## config.mk

```make
export PLATFORM = sky130hd
export DESIGN_NAME = tx_ring_walker
export DESIGN_NICKNAME = d
export VERILOG_FILES = /design/src/rtl/tx_ring_walker.sv
export SDC_FILE = /design/constraint.sdc
export NUM_CORES = 1
export LEC_CHECK = 0
export ABC_AREA = 1
export ABC_CLOCK_PERIOD_IN_PS = 9100
export BUFFER_PORTS_ARGS = -buffer_cell sky130_fd_sc_hd__buf_2
export CORE_MARGIN = 2
export CORE_UTILIZATION = 25
export CTS_CLUSTER_SIZE = 12
export DETAILED_ROUTE_END_ITERATION = 6
export HOLD_SLACK_MARGIN = 0.12
export SKIP_CTS_REPAIR_TIMING = 1
export SYNTH_ARGS = -nofsm -noshare
export SYNTH_HDL_FRONTEND = slang
export SYNTH_SLANG_ARGS = --single-unit
export TNS_END_PERCENT = 5
```

## constraint.sdc

```tcl
create_clock -name clk -period 9.1 [get_ports clk]
set_input_delay 1.365 -clock clk [delete_from_list [all_inputs] [get_ports clk]]
set_output_delay 1.365 -clock clk [all_outputs]
set_load 0.01 [all_outputs]
```

## src/rtl/tx_ring_walker.sv

```systemverilog
module tx_ring_walker #(
  parameter int AW      = 16,
  parameter int DW      = 32,
  parameter int CW      = 12,
  parameter int LGW     = 4,
  parameter int OWN_BIT = 31,
  parameter int STP_BIT = 25,
  parameter int ENP_BIT = 24
) (
  input  logic          clk,
  input  logic          rst_n,
  input  logic          poll,
  input  logic [AW-1:0] ring_base,
  input  logic [LGW-1:0] ring_lg2,
  input  logic          xfer_beat,
  input  logic          xfer_done,
  output logic          mem_req,
  output logic          mem_we,
  output logic [AW-1:0] mem_addr,
  output logic [DW-1:0] mem_wdata,
  input  logic [DW-1:0] mem_rdata,
  output logic          xfer_start,
  output logic [DW-1:0] xfer_addr,
  output logic [CW-1:0] xfer_cnt,
  output logic          xfer_last,
  output logic          desc_err,
  output logic          nxt_valid,
  output logic [DW-1:0] nxt_addr,
  output logic [DW-1:0] nxt_word,
  output logic          idle
);
  localparam int IW = (1 << LGW) - 1;

  typedef enum logic [3:0] {
    S_IDLE, S_RD0, S_RD1, S_EV, S_WB, S_XF, S_LA0, S_LA1, S_LAC
  } st_t;

  st_t            st;
  logic [IW-1:0]  idx;
  logic [DW-1:0]  w0, w1;
  logic           in_pkt, la_pend, beat_seen, done_seen;

  logic [IW-1:0]  mask, nidx;
  logic [AW-1:0]  ent, la_ent;
  logic           own, stp, enp, zero;

  assign mask   = (IW'(1) << ring_lg2) - IW'(1);
  assign nidx   = (idx + IW'(1)) & mask;
  assign ent    = ring_base + AW'({idx, 1'b0});
  assign la_ent = ring_base + AW'({nidx, 1'b0});

  assign own  = mem_rdata[OWN_BIT];
  assign stp  = mem_rdata[STP_BIT];
  assign enp  = mem_rdata[ENP_BIT];
  assign zero = (mem_rdata[CW-1:0] == '0);

  assign idle      = (st == S_IDLE);
  assign mem_req   = (st == S_RD0) || (st == S_RD1) || (st == S_WB) ||
                     (st == S_LA0) || (st == S_LA1);
  assign mem_we    = (st == S_WB);
  assign mem_wdata = w1 & ~(DW'(1) << OWN_BIT);

  always_comb begin
    case (st)
      S_RD1, S_WB: mem_addr = ent + AW'(1);
      S_LA0:       mem_addr = la_ent;
      S_LA1:       mem_addr = la_ent + AW'(1);
      default:     mem_addr = ent;
    endcase
  end

  always_ff @(posedge clk) begin
    if (!rst_n) begin
      st         <= S_IDLE;
      idx        <= '0;
      w0         <= '0;
      w1         <= '0;
      in_pkt     <= 1'b0;
      la_pend    <= 1'b0;
      beat_seen  <= 1'b0;
      done_seen  <= 1'b0;
      xfer_start <= 1'b0;
      xfer_addr  <= '0;
      xfer_cnt   <= '0;
      xfer_last  <= 1'b0;
      desc_err   <= 1'b0;
      nxt_valid  <= 1'b0;
      nxt_addr   <= '0;
      nxt_word   <= '0;
    end else begin
      xfer_start <= 1'b0;
      desc_err   <= 1'b0;
      if (st == S_XF || st == S_LA0 || st == S_LA1 || st == S_LAC) begin
        if (xfer_beat) beat_seen <= 1'b1;
        if (xfer_done) done_seen <= 1'b1;
      end
      case (st)
        S_IDLE: if (poll) st <= S_RD0;
        S_RD0:  st <= S_RD1;
        S_RD1: begin
          w0 <= mem_rdata;
          st <= S_EV;
        end
        S_EV: begin
          w1 <= mem_rdata;
          if (!own) begin
            st <= S_IDLE;
          end else if (zero) begin
            desc_err <= !stp && enp;
            in_pkt   <= enp ? 1'b0 : (stp ? 1'b1 : in_pkt);
            st       <= S_WB;
          end else if (!stp && !in_pkt) begin
            st <= S_WB;
          end else begin
            xfer_start <= 1'b1;
            xfer_addr  <= w0;
            xfer_cnt   <= mem_rdata[CW-1:0];
            xfer_last  <= enp;
            in_pkt     <= !enp;
            beat_seen  <= 1'b0;
            done_seen  <= 1'b0;
            if (stp) begin
              la_pend   <= !enp;
              nxt_valid <= 1'b0;
            end
            st <= S_XF;
          end
        end
        S_WB: begin
          idx <= nidx;
          st  <= S_RD0;
        end
        S_XF: begin
          if (la_pend && beat_seen) begin
            st <= S_LA0;
          end else if (done_seen || xfer_done) begin
            done_seen <= 1'b0;
            idx       <= nidx;
            st        <= S_RD0;
          end
        end
        S_LA0: st <= S_LA1;
        S_LA1: begin
          nxt_addr <= mem_rdata;
          st       <= S_LAC;
        end
        S_LAC: begin
          nxt_word  <= mem_rdata;
          nxt_valid <= 1'b1;
          la_pend   <= 1'b0;
          st        <= S_XF;
        end
        default: st <= S_IDLE;
      endcase
    end
  end
endmodule

```

# == After elaboration in Yosys (flattened, before gate mapping) ==
# Cells that the tools add are included.
# word_totals
ff_bits,198
inputBits,57
# classes
n_addsub,6
n_eq_ne,18
shift,1
n_mux,40
n_bitwise,6
n_reduce_logical,26
# ops
op,count
$pmux W16 S3,1
$pmux W4 S9,1
$add A16 B1 Y16 const B,2
$add A16 B16 Y16,2
$mux W15,2
$pmux W15 S2,1
$mux W1,28
$eq A4 B3 Y1 const B,4
$add A15 B1 Y15 const B,1
$and A15 B15 Y15,1
$shl A1 B4 Y15 const A,1
$sub A15 B2 Y15 const B,1
$ne A2 B2 Y1 const B,7
$logic_not A12 Y1,1
$mux W4,3
$reduce_and A4 Y1,3
$eq A4 B2 Y1 const B,2
$logic_or A1 B1 Y1,8
$pmux W1 S2,3
$not A1 Y1,5
$reduce_and A5 Y1,1
$eq A4 B1 Y1 const B,1
$eq A4 B4 Y1 const B,1
$logic_not A4 Y1,1
other kinds (11),16

# == Longest topological paths before layout ==
# logic_depth
word_depth,9
mapped_depth,29
depth_no_buf,28

# == Worst setup path after synthesis ==
# OpenSTA, ideal clock, no wires.
# synth_path
path_kind,in2out
from,in ring_lg2[2]
to,out mem_addr[15]
arrival_ns,4.183
t_required_ns,7.735
setup_slack_ns,3.552
path_stages,28
n_path_buf,1
path_cell_list,clkbuf_1 > nor2_1 > inv_1 > nor2_1 > inv_1 > ha_1 > inv_1 > nor2_1 > inv_1 > a21oi_1 > or2_2 > nand3_1 > inv_1 > ha_1 > nand2_1 > nor2_1 > inv_1 > nor2_1 > nand2_1 > nand3_1 > nand3_1 > nand2_1 > nand2_1 > nor2_1 > nand3_1 > nand2_1 > nand3_1 > nand2_1
# synth_between
elab_chain_len,6
# synth_rtl
element,line,text
from (decl),14,"input logic [LGW-1:0] ring_lg2,"
$shl A1 B4 Y15 *,47,assign mask = (IW'(1) << ring_lg2) - IW'(1);
$sub A15 B2 Y15 *,47,
$and A15 B15 Y15 *,48,assign nidx = (idx + IW'(1)) & mask;
via nidx[10],43,"logic [IW-1:0] mask, nidx;"
$add A16 B16 Y16 *,50,"assign la_ent = ring_base + AW'({nidx, 1'b0});"
$add A16 B1 Y16,67,S_LA1: mem_addr = la_ent + AW'(1);
$pmux W16 S3 *,64,case (st)
to (decl),19,"output logic [AW-1:0] mem_addr,"
# The timed path passes the listed nets; every way through them passes the cells marked *.

# == Worst setup path in the final report ==
# layout_path
from,in ring_lg2[2]
to,out mem_addr[14]
# The elaborated chain is that of the path after synthesis.

==> results.rst <==
.. list-table::
   :header-rows: 1

   * - Metric
     - Value
   * - Total number of H-tree levels
     - 4
   * - Die height
     - 204 um
   * - Least setup slack across all paths after layout
     - 2.66 ns
   * - Area of the multi-input gates
     - 5150 um2
   * - Pwr dens
     - 169 nW/um2
   * - Clock sink total
     - 198
   * - Synthesis-to-finish area growth
     - 21.7%
   * - Source of the critical timing path
     - ring_lg2[2]
   * - Worst Path Max Fanout
     - 10
   * - GP Congestion
     - 0.904
   * - CP max-delay cell
     - sky130_fd_sc_hd__nor3b_1
   * - Most used flip-flop cell after synthesis
     - sky130_fd_sc_hd__dfxtp_1
   * - IO Port Bufs
     - 218
   * - Inserted Clock Buffers
     - 17
   * - Die Footprint
     - 41500 um2
   * - Placed standard-cell area
     - 11500 um2
   * - Tot Pwr
     - 2.05 mW
   * - Instance count along the most critical hold path
     - 2
   * - Count of antenna-violating nets left after detailed routing
     - 0
   * - Setup clock skew after layout
     - 0.0254 ns
   * - Final critical-path share of the clock period
     - 70.8%
   * - Hold Vio Cnt, Final
     - 0
   * - Layout net count
     - 1758
   * - Min cycle time layout
     - 6.44 ns
   * - Vias in the first global route
     - 9852
   * - Startpoint of the most critical hold path
     - w0[25]
   * - Fill cell instance count of the final layout
     - 4347
   * - Longest Clk Path Bufs
     - 2
   * - Final global-route overflow total
     - 0
   * - Start-to-end type of the worst setup path
     - in -> out
   * - Detail-routed via count per cell
     - 4.68
   * - Residual DRC
     - 0
   * - Instance count of the mapped netlist
     - 1493
   * - Transition time of the tightest slew-check pin
     - 1.13 ns
   * - Standard-cell rows
     - 73
   * - Max-cap check violation count
     - 0
   * - Net count of the mapped netlist
     - 1583
   * - Leading post-synthesis cells by cell area
     - sky130_fd_sc_hd__dfxtp_1 (40%), sky130_fd_sc_hd__nand2_1 (12%), sky130_fd_sc_hd__o21ai_0 (8.2%), sky130_fd_sc_hd__nor2_1 (8.0%), sky130_fd_sc_hd__nand3_1 (7.2%)
   * - Area share of the largest cell type after synthesis
     - 39.7%
   * - Starting density of the core
     - 25.2%
   * - Final Instance Area
     - 12100 um2
   * - TritonCTS clock tree
     - built
   * - Worst Reg2Reg Path Length in Cells
     - 10
   * - Register Area
     - 3960 um2
   * - Post-synthesis average cell area
     - 6.69 um2
   * - CTS Root Buffer Type
     - sky130_fd_sc_hd__clkbuf_16
   * - Overall global routing resource usage
     - 17.6%
   * - Setup slack of the most critical reg-to-reg path
     - 5.38 ns
   * - Unrepaired setup endpoints after global routing
     - no
   * - Async SR Flop Fraction
     - 0%
   * - Post-CTS clock slew at the launch and capture registers of the worst setup and hold paths
     - 0.08 ns
   * - Maximum number of pins on one net before global-route repair
     - 104
   * - Flops & latches, synth
     - 198
   * - FF-to-FF End
     - xfer_last
   * - Highest cell delay on the worst timing path
     - 0.52 ns
   * - Layout cells sized above 1
     - 17.4%
   * - Critical path endpoint category
     - primary output
   * - Most instantiated cells after synthesis
     - sky130_fd_sc_hd__nand2_1 (314), sky130_fd_sc_hd__nor2_1 (214), sky130_fd_sc_hd__dfxtp_1 (198), sky130_fd_sc_hd__o21ai_0 (164), sky130_fd_sc_hd__inv_1 (155)
   * - Wire length reported by the detailed router
     - 36400 um
   * - Seq/Total Area, Yosys
     - 39.7%
   * - Hold Path End
     - xfer_addr[25]
   * - CP Data Arrival Time
     - 5.08 ns
   * - Final setup viols
     - 0
   * - Run status
     - finished clean
   * - Leakage power
     - 6.24 nW
   * - Wire length of the first global-routing pass
     - 56200 um
   * - Cell type with the highest aggregate area in the netlist
     - sky130_fd_sc_hd__dfxtp_1
   * - Final sum of negative setup slack
     - 0 ns
   * - Post-placement worst setup slack
     - 2.73 ns
   * - Clock Latency Late Sink
     - 0.47 ns
   * - Total I/O pin count
     - 220
   * - CP Buf/Inv Count
     - 5
   * - Startpoint of the most critical register-to-register path
     - st[3]
   * - Number of antenna violations at the first check in global routing
     - 0
   * - DRT Pass-1 Iters
     - 7
   * - Cell family with most CP delay
     - simple AND/OR/NAND/NOR gates
   * - CP Data Required Time
     - 7.74 ns
   * - Overall die width
     - 204 um
   * - Yosys synthesis warning count
     - 0
   * - Layout Utilization
     - 30.7%
   * - Number of pins exceeding their max-slew limit in the final report
     - 0
   * - Diode insertion count for antenna repair
     - 0
   * - Peak supply drop
     - 0.169 mV
   * - Maximum frequency from static timing analysis
     - 155 MHz
   * - Number of synthesized flops with an enable pin
     - 0
   * - Slew margin rel.
     - 24.3%
   * - Kind of start point of the critical path
     - input port
   * - Average routed wire per standard cell
     - 16.5 um
   * - Vias
     - 10.3k
   * - Crit-path most repeated cell
     - sky130_fd_sc_hd__nand2_1
   * - Number of unique standard cell types used by synthesis
     - 45
   * - Cell with the most instances after synthesis
     - sky130_fd_sc_hd__nand2_1
   * - Worst hold path type
     - reg -> reg
   * - DRC marker count from the first detailed-route iteration
     - 665
   * - Placed wire-length estimate after detailed placement
     - 26900 um
   * - Core Footprint
     - 39500 um2
   * - Synth Cell Area
     - 9980 um2
==> cell families (layout without fill, tap and decap cells) <==
family	count (synthesis)	count (layout)	share of synthesized area, %
mux	1	1	0.100
flops	198	198	39.7
fa+ha+maj	33	33	4.29
compound gates	279	279	14.6
buf+inv	232	420	8.91
xor+xnor	8	8	0.702
simple gates	741	741	31.7
other cells	1	1	0.0376
==> worst reg2reg max path, cell delays in order, from the launching register on <==
cell and delay [ns]:
sky130_fd_sc_hd__dfxtp_1 0.35, sky130_fd_sc_hd__nor2_1 0.13, sky130_fd_sc_hd__inv_2 0.10, sky130_fd_sc_hd__nor2_4 0.10
sky130_fd_sc_hd__buf_4 0.40, sky130_fd_sc_hd__nand2_1 0.28, sky130_fd_sc_hd__nor2_2 0.36, sky130_fd_sc_hd__inv_2 0.45
sky130_fd_sc_hd__nor2_4 0.80, sky130_fd_sc_hd__inv_1 0.41, sky130_fd_sc_hd__o21ai_0 0.26
==> routing by layer <==
metal | GRT usage, % | routed length [um] | share of wire (%) | up-vias
met1 | 22.7 | 16300 | 45 | 4797
li1 | - | - | - | 5191
met3 | 4.16 | 2360 | 6.5 | 42
met5 | 0 | 0 | 0 | -
met2 | 29.3 | 17100 | 47 | 295
met4 | 4.98 | 650 | 1.8 | 0
==> final cells by class <==
class,count,share of cell area (%)
Sequential cell,198,32.6
Timing Repair Buffer,224,9.37
Tap cell,525,5.41
Clock buffer,18,3.62
Multi-Input combinational cell,1063,42.4
Clock inverter,14,1.47
Inverter,164,5.07
==> flip-flops by register name, indices dropped and copies added, names as in the netlist, 4 cells and up <==
name,cells
nxt_addr,32
nxt_word,32
idx,15
xfer_addr,32
st,4
w1,31
w0,32
xfer_cnt,12
==> power by group <==
part,total [mW],switching [mW],internal (mW),leakage [nW]
logic,0.325,0.224,0.100,4.34
clock network,0.793,0.390,0.403,0.301
registers,0.932,0.0230,0.909,1.60
==> cells in the final DEF (no fill, tap or decap), types with 4 or more instances in the layout <==
cell / synthesis / layout
sky130_fd_sc_hd__a21oi_1: 93 / 93
sky130_fd_sc_hd__o21bai_1: 4 / 4
sky130_fd_sc_hd__nand2_2: 9 / 9
sky130_fd_sc_hd__inv_1: 155 / 155
sky130_fd_sc_hd__xor2_1: 6 / 6
sky130_fd_sc_hd__nor2_2: 8 / 6
sky130_fd_sc_hd__nand3_1: 143 / 143
sky130_fd_sc_hd__nand4_1: 16 / 16
sky130_fd_sc_hd__o21ai_0: 164 / 164
sky130_fd_sc_hd__nand3b_1: 8 / 8
sky130_fd_sc_hd__clkinv_8: 0 / 4
sky130_fd_sc_hd__dfxtp_1: 198 / 198
sky130_fd_sc_hd__buf_2: 12 / 217
sky130_fd_sc_hd__nor2_4: 2 / 6
sky130_fd_sc_hd__inv_6: 0 / 5
sky130_fd_sc_hd__inv_2: 7 / 7
sky130_fd_sc_hd__nor3_1: 14 / 14
sky130_fd_sc_hd__clkbuf_16: 0 / 17
sky130_fd_sc_hd__ha_1: 31 / 31
sky130_fd_sc_hd__nand2_1: 314 / 314
sky130_fd_sc_hd__buf_4: 1 / 7
sky130_fd_sc_hd__nor2_1: 214 / 212
==> worst max path at each step <==
stage                              end  slack, ns  depth (start not counted)
after floorplan           mem_addr[15]       3.55                         28
after global placement    mem_addr[15]       2.88                         27
after detailed placement  mem_addr[14]       2.73                         25
after CTS                 mem_addr[14]       2.72                         25
after global routing      mem_addr[14]       2.34                         25
final                     mem_addr[14]       2.66                         25
==> stage by stage <==
| step | hold slack (ns) | std cells |
|---|---|---|
| 5_1_grt | 0.467 | 2206 |
| 3_3_place_gp | 0.423 | 2174 |
| 3_5_place_dp | 0.426 | 2174 |
| 6_report | 0.441 | 2206 |
| 4_1_cts | 0.445 | 2206 |
| 2_1_floorplan | 0.414 | 1493 |
(Power assumes the default switching activity.)
